--- config.mk ---
export PLATFORM = sky130hd
export DESIGN_NAME = branch_cycle_seq
export DESIGN_NICKNAME = d
export VERILOG_FILES = /design/src/rtl/bcs_pkg.sv /design/src/rtl/bcs_plan.sv /design/src/rtl/bcs_target.sv /design/src/rtl/bcs_ctl.sv /design/src/rtl/branch_cycle_seq.sv
export SDC_FILE = /design/constraint.sdc
export NUM_CORES = 1
export LEC_CHECK = 0
export BUFFER_PORTS_ARGS = -buffer_cell sky130_fd_sc_hd__buf_2
export CAP_MARGIN = 10
export CORE_ASPECT_RATIO = 0.7
export CORE_MARGIN = 2
export CORE_UTILIZATION = 55
export CTS_CLUSTER_DIAMETER = 100
export DETAILED_ROUTE_END_ITERATION = 10
export GPL_ROUTABILITY_DRIVEN = 0
export MAX_ROUTING_LAYER = met4
export PLACE_DENSITY = 0.89
export SLEW_MARGIN = 20
export SYNTH_ARGS = -nofsm -noshare
export SYNTH_HDL_FRONTEND = slang
export SYNTH_SLANG_ARGS = --single-unit
--- constraint.sdc ---
create_clock -name clk -period 4.4 [get_ports clk]
set_clock_uncertainty 0.1 [all_clocks]
set_input_delay 0.22 -clock clk [delete_from_list [all_inputs] [get_ports clk]]
set_output_delay 0.22 -clock clk [all_outputs]
set_load 0.05 [all_outputs]
--- src/rtl/bcs_pkg.sv ---
package bcs_pkg;

    localparam int STEP_W = 3;

    typedef enum logic [1:0] {
        CYC_IDLE  = 2'b00,
        CYC_FETCH = 2'b01,
        CYC_FREE  = 2'b10,
        CYC_TGT   = 2'b11
    } cyc_e;

    typedef struct packed {
        logic is_long;
        logic taken;
        logic first_odd;
        logic pre;
    } br_ctx_t;

    typedef struct packed {
        cyc_e code;
        logic load;
        logic last;
    } cyc_info_t;

    // Kind of bus cycle for a given step of a captured branch.
    function automatic cyc_info_t plan_cycle(br_ctx_t c, logic [STEP_W-1:0] step);
        cyc_info_t         r;
        logic [STEP_W-1:0] body;
        logic              opc_odd;
        r.code = CYC_IDLE;
        r.load = 1'b0;
        r.last = 1'b0;
        body    = step - STEP_W'(c.pre);
        opc_odd = c.first_odd ^ c.pre;
        if (!c.is_long) begin
            if (!c.taken) begin
                if (step == '0) begin
                    r.code = CYC_FETCH;
                    r.last = 1'b1;
                end
            end else if (step < STEP_W'(3)) begin
                r.code = CYC_TGT;
                r.load = (step == '0);
                r.last = (step == STEP_W'(2));
            end
        end else if (c.pre && step == '0) begin
            r.code = c.first_odd ? CYC_FETCH : CYC_FREE;
        end else if (body == '0) begin
            r.code = opc_odd ? CYC_FREE : CYC_FETCH;
        end else if (!c.taken) begin
            if (body <= STEP_W'(2)) begin
                r.code = CYC_FETCH;
                r.last = (body == STEP_W'(2));
            end
        end else if (body <= STEP_W'(3)) begin
            r.code = CYC_TGT;
            r.load = (body == STEP_W'(1));
            r.last = (body == STEP_W'(3));
        end
        return r;
    endfunction

endpackage

--- src/rtl/bcs_plan.sv ---
module bcs_plan
    import bcs_pkg::*;
(
    input  br_ctx_t           ctx_i,
    input  logic [STEP_W-1:0] step_i,
    output cyc_info_t         info_o
);

    always_comb begin
        info_o = plan_cycle(ctx_i, step_i);
    end

endmodule

--- src/rtl/bcs_target.sv ---
module bcs_target #(
    parameter int ADDR_W = 16,
    parameter int SOFF_W = 8,
    parameter int LOFF_W = 16
) (
    input  logic              clk,
    input  logic              rst,
    input  logic              accept_i,
    input  logic              busy_i,
    input  logic              long_i,
    input  logic [ADDR_W-1:0] next_pc_i,
    input  logic [LOFF_W-1:0] offset_i,
    output logic [ADDR_W-1:0] target_o
);

    logic [ADDR_W-1:0] short_ext;
    logic [ADDR_W-1:0] long_ext;
    logic [ADDR_W-1:0] sum;

    assign short_ext = ADDR_W'($signed(offset_i[SOFF_W-1:0]));
    assign long_ext  = ADDR_W'($signed(offset_i));
    // modulo-2^ADDR_W sum
    assign sum       = next_pc_i + (long_i ? long_ext : short_ext);

    always_ff @(posedge clk) begin
        if (rst) begin
            target_o <= '0;
        end else if (accept_i) begin
            target_o <= sum;
        end
    end


    target_frozen_chk: assert property (@(posedge clk) disable iff (rst)
        busy_i && !accept_i |=> $stable(target_o));

endmodule

--- src/rtl/bcs_ctl.sv ---
module bcs_ctl
    import bcs_pkg::*;
(
    input  logic              clk,
    input  logic              rst,
    input  logic              start_i,
    input  logic              long_i,
    input  logic              taken_i,
    input  logic              odd_i,
    input  logic              pre_i,
    input  cyc_info_t         info_i,
    output br_ctx_t           ctx_o,
    output logic [STEP_W-1:0] step_o,
    output logic              busy_o,
    output logic              accept_o,
    output logic [1:0]        cyc_o,
    output logic              load_o,
    output logic              done_o
);

    assign accept_o = start_i && !busy_o;

    always_ff @(posedge clk) begin
        if (rst) begin
            busy_o <= 1'b0;
            step_o <= '0;
            ctx_o  <= '0;
        end else if (accept_o) begin
            busy_o        <= 1'b1;
            step_o        <= '0;
            ctx_o.is_long <= long_i;
            ctx_o.taken   <= taken_i;
            ctx_o.first_odd <= odd_i;
            ctx_o.pre     <= long_i & pre_i;
        end else if (busy_o) begin
            if (info_i.last) begin
                busy_o <= 1'b0;
            end else begin
                step_o <= step_o + 1'b1;
            end
        end
    end

    assign cyc_o  = busy_o ? info_i.code : CYC_IDLE;
    assign load_o = busy_o & info_i.load;
    assign done_o = busy_o & info_i.last;


    done_single_chk: assert property (@(posedge clk) disable iff (rst)
        done_o |=> !done_o);


    done_then_idle_chk: assert property (@(posedge clk) disable iff (rst)
        done_o && !start_i |=> cyc_o == CYC_IDLE);


    load_on_target_chk: assert property (@(posedge clk) disable iff (rst)
        load_o |-> cyc_o == CYC_TGT);


    start_runs_chk: assert property (@(posedge clk) disable iff (rst)
        accept_o |=> cyc_o != CYC_IDLE);


    ctx_frozen_chk: assert property (@(posedge clk) disable iff (rst)
        busy_o |=> $stable(ctx_o));


    target_run_chk: assert property (@(posedge clk) disable iff (rst)
        cyc_o == CYC_TGT && !done_o |=> cyc_o == CYC_TGT);

endmodule

--- src/rtl/branch_cycle_seq.sv ---
module branch_cycle_seq
    import bcs_pkg::*;
#(
    parameter int ADDR_W = 16,
    parameter int SOFF_W = 8,
    parameter int LOFF_W = 16
) (
    input  logic              clk,
    input  logic              rst,
    input  logic              start_i,
    input  logic              long_i,
    input  logic              taken_i,
    input  logic              odd_i,
    input  logic              pre_i,
    input  logic [ADDR_W-1:0] next_pc_i,
    input  logic [LOFF_W-1:0] offset_i,
    output logic [1:0]        cyc_o,
    output logic              load_pc_o,
    output logic [ADDR_W-1:0] target_o,
    output logic              done_o
);

    br_ctx_t           ctx;
    logic [STEP_W-1:0] step;
    cyc_info_t         info;
    logic              busy;
    logic              accept;

    bcs_ctl ctl_i (
        .clk      (clk),
        .rst      (rst),
        .start_i  (start_i),
        .long_i   (long_i),
        .taken_i  (taken_i),
        .odd_i    (odd_i),
        .pre_i    (pre_i),
        .info_i   (info),
        .ctx_o    (ctx),
        .step_o   (step),
        .busy_o   (busy),
        .accept_o (accept),
        .cyc_o    (cyc_o),
        .load_o   (load_pc_o),
        .done_o   (done_o)
    );

    bcs_plan plan_i (
        .ctx_i  (ctx),
        .step_i (step),
        .info_o (info)
    );

    bcs_target #(
        .ADDR_W (ADDR_W),
        .SOFF_W (SOFF_W),
        .LOFF_W (LOFF_W)
    ) tgt_i (
        .clk       (clk),
        .rst       (rst),
        .accept_i  (accept),
        .busy_i    (busy),
        .long_i    (long_i),
        .next_pc_i (next_pc_i),
        .offset_i  (offset_i),
        .target_o  (target_o)
    );

endmodule

==> summary.md <==
| Metric | Value |
|---|---|
| Critical Path Fanout Max | 4 |
| Hpwl dp | roughly 3.6 mm |
| TritonCTS Buffers | 3 |
| Worst-path clk slew | roughly 70 ps |
| TritonCTS clock tree | built |
| Worst setup endpoint | cyc_o[0] |
| Unrepaired setup endpoints after global routing | false |
| WS Path Type | register to output port |
| Flops & latches, synth | 24 |
| Max-slew headroom | 0.598 |
| WHS Path Cells | 3 |
| Initial detailed-routing violation count | ~130 |
| Final setup TNS | 0 ps |
| Io pins | 59 |
| Clock power share | 0.186 |
| Slowest CP cell | dfxtp_1 |
| Clock Path Buffers | 2 |
| Netlist cell types | 51 |
| Reg2reg path depth | 9 |
| Sequential Power Share | 0.381 |
| Diode count | 0 |
| Post-CTS Setup Bufs | 0 |
| Worst Slack Setup Final | between 1500 and 2000 ps |
| Max-slew violations | 0 |
| Maxcap violations | 0 |
| CP required | 4080 ps |
| Port bufs | between 50 and 60 |
| Final WL | 4.42 mm |
| Startpoint types | register |
| Sequential element share of the synthesized area | 0.253 |
| Worst vdd ir | roughly 0.15 mV |
| Net switching power | roughly 0.26 mW |
| CTS resizes | 0 |
| Initial antenna violation count | 0 |
| Global route overflow | 0 |
| Most frequent CP cell | ha_1 |
| P&R area growth vs syn | 18.2% |
| Tightest Pin Transition | 603 ps |
| Cells after synthesis | roughly 250 |
| Largest net degree at the start of global routing | 22 |
| Post-Syn Nets | 309 |
| CP cell instances | inv_1 -> ha_1 -> ha_1 -> a211oi_1 -> or2_2 -> o311ai_0 -> a31oi_1 -> buf_2 |
| Worst path max stage delay | ~380 ps |
| Detailed Routing Iterations Pass 1 | 4 |
| Post-route ant nets | 0 |
| Fin crit period | roughly 2500 ps |
| Reg-to-reg endpoint | ctl_i.step_o[2] |
| Worst reg2reg startpoint | ctl_i.step_o[0] |
| Initial Util | 0.588 |
| Hold WC Path Type | input pin to register |
| Proportion of layout cells with a drive suffix above 1 | 0.235 |
| Number of synthesized flops with an enable pin | 0 |
| Via count | roughly 1.9k |
| Fmax | between 300 and 400 MHz |
| Die W | about 74 um |
| Hold Worst Slack | between 90 and 100 ps |
| # fillers | ~290 |
| Logic pwr share | 0.432 |
| First-pass GRT wire length | approximately 7.2 mm |
| Number of non-filler instances in the completed layout | 345 |
| Mapped Area | roughly 1900 um2 |
| Final Setup Violations | 0 |
| Die height | roughly 53 um |
| Final hold vios | 0 |
| R2R Setup Slk | 2190 ps |
| WL per Instance | 12.8 um |
| # hold bufs at CTS | 0 |
| # DRC | 0 |
| DR vias/cell | between 5 and 6 |
| Gr usage total | 0.244 |
| Leak pwr | about 1.1 nW |
| Root Driver | clkbuf_8 |
| DIE AREA | approximately 3900 um2 |
| Critical path launch point | ctl_i.step_o[0] |
| Total power divided by cell area | around 290 nW/um2 |
| Placed insts | approximately 340 |
| Switching share of power | 0.390 |
| Async SR Flop Fraction | 0 |
| Pint | 0.400 mW |
| Crit. End Element | output port |
| Htree depth | 1 |
| Crit path DAT | between 2000 and 2500 ps |
| Synth Warn # | 0 |
| Syn Area/Cell | between 7 and 8 um2 |
| Num Clock Sinks | 24 |
| Status | completed |
| Final period util | 0.578 |
| Top_reg_cell synth | dfxtp_1 |
| Setup Slack @ Placement | about 1900 ps |
| Clk_lat worst skew | 260 ps |
| Core ar. | between 3000 and 4000 um2 |
| FP Rows | 17 |
| Layout Nets | 360 |
| Vias in the first global route | about 1.6k |
layout make-up:
cell class,count,area (um2),share of cell area
Multi-Input combinational cell,203,1330,0.594
Timing Repair Buffer,59,298,0.133
Inverter,9,33.8,0.0150
Sequential cell,24,480,0.214
Clock buffer,3,41.3,0.0184
Tap cell,47,58.8,0.0262
registers in the layout, summed over array words and instances (netlist names):
name / flops
ctl_i.ctx_o: 4
ctl_i.step_o: 3
tgt_i.target_o: 16
ctl_i.busy_o: 1
routing by layer:
| metal | global-route usage | part of all wire | vias to the layer above |
|---|---|---|---|
| met4 | 0.0536 | 0.012 | 0 |
| met2 | 0.372 | 0.44 | 84 |
| met1 | 0.332 | 0.47 | 831 |
| li1 | - | - | 986 |
| met5 | - | 0 | - |
| met3 | 0.0571 | 0.078 | 6 |
cell usage in the layout (no fill, tap or decap), types with 2 or more instances in the layout:
master    count
a211oi_1      3
buf_2        58
o21ai_0      10
xnor2_1      12
nand4_1       3
and3_1        3
nor2b_1       2
nand3b_1      2
and2_1        2
a21oi_1      24
nor2_1       14
o21ai_1       2
xor2_1        3
nand3_1       7
clkbuf_8      3
or3_1         2
nor3_1        5
a31oi_1       3
nand2_1      47
dfxtp_1      24
a22o_1        6
nand2b_1      4
inv_1         9
a21o_1        4
ha_1         20
how the worst min path moves through the flow:
stage | startpoint | to | slack [ps]
floorplan | odd_i | ctl_i.ctx_o[1] | 260
global placement | tgt_i.target_o[2] | tgt_i.target_o[2] | 340
detailed placement | tgt_i.target_o[3] | tgt_i.target_o[3] | 340
CTS | odd_i | ctl_i.ctx_o[1] | 90
global route | odd_i | ctl_i.ctx_o[1] | 100
finish | odd_i | ctl_i.ctx_o[1] | 90
stage by stage:
step / instance area [um2] / power [mW] / util
after floorplan: 1900 / 0.468 / -
after CTS: 2250 / 0.655 / 0.695
after detailed placement: 2200 / 0.535 / 0.682
after global routing: 2250 / 0.696 / 0.695
after global placement: 2200 / 0.530 / 0.682
final: 2250 / 0.656 / 0.695
power by group through the flow:
| stage | Combinational (mW) | Clock [mW] | Sequential [mW] |
|---|---|---|---|
| global placement | 0.275 | 0 | 0.255 |
| detailed placement | 0.280 | 0 | 0.255 |
| CTS | 0.281 | 0.124 | 0.250 |
| floorplan | 0.160 | 0 | 0.307 |
| finish | 0.284 | 0.122 | 0.250 |
| global route | 0.309 | 0.134 | 0.253 |
Yosys cell counts, drive strengths merged, types with 2 or more instances:
library cell | n | share of area
a211oi | 4 | 0.018
a21o | 4 | 0.016
a21oi | 25 | 0.068
a22o | 6 | 0.028
a31oi | 3 | 0.0099
and2 | 3 | 0.011
and3 | 3 | 0.0099
buf | 2 | 0.0053
clkbuf | 11 | 0.022
dfxtp | 24 | 0.25
ha | 20 | 0.13
inv | 9 | 0.018
nand2 | 47 | 0.093
nand2b | 4 | 0.013
nand3 | 7 | 0.018
nand3b | 2 | 0.0079
nand4 | 3 | 0.0099
nor2 | 14 | 0.028
nor2b | 2 | 0.0066
nor3 | 5 | 0.013
o21ai | 13 | 0.036
o311ai | 2 | 0.013
or3 | 2 | 0.0066
xnor2 | 12 | 0.055
xor2 | 3 | 0.014
worst max-delay path, delay by kind of cell (launching register included):
family	cells	cell delay, ps
adder cells (fa/ha/maj)	2	440
AND/OR/NAND/NOR	1	170
flip-flops	1	380
AO/OA/AOI/OAI	3	580
buffers and inverters	2	410
logic make-up after synthesis:
logic type      after synthesis  synth area share
simple gates                 97             0.238
mux                           1           0.00527
compound gates               69             0.248
xor+xnor                     15            0.0691
buf+inv                      22            0.0454
flops                        24             0.253
fa+ha+maj                    21             0.142
Power figures use the tool's default switching activity.
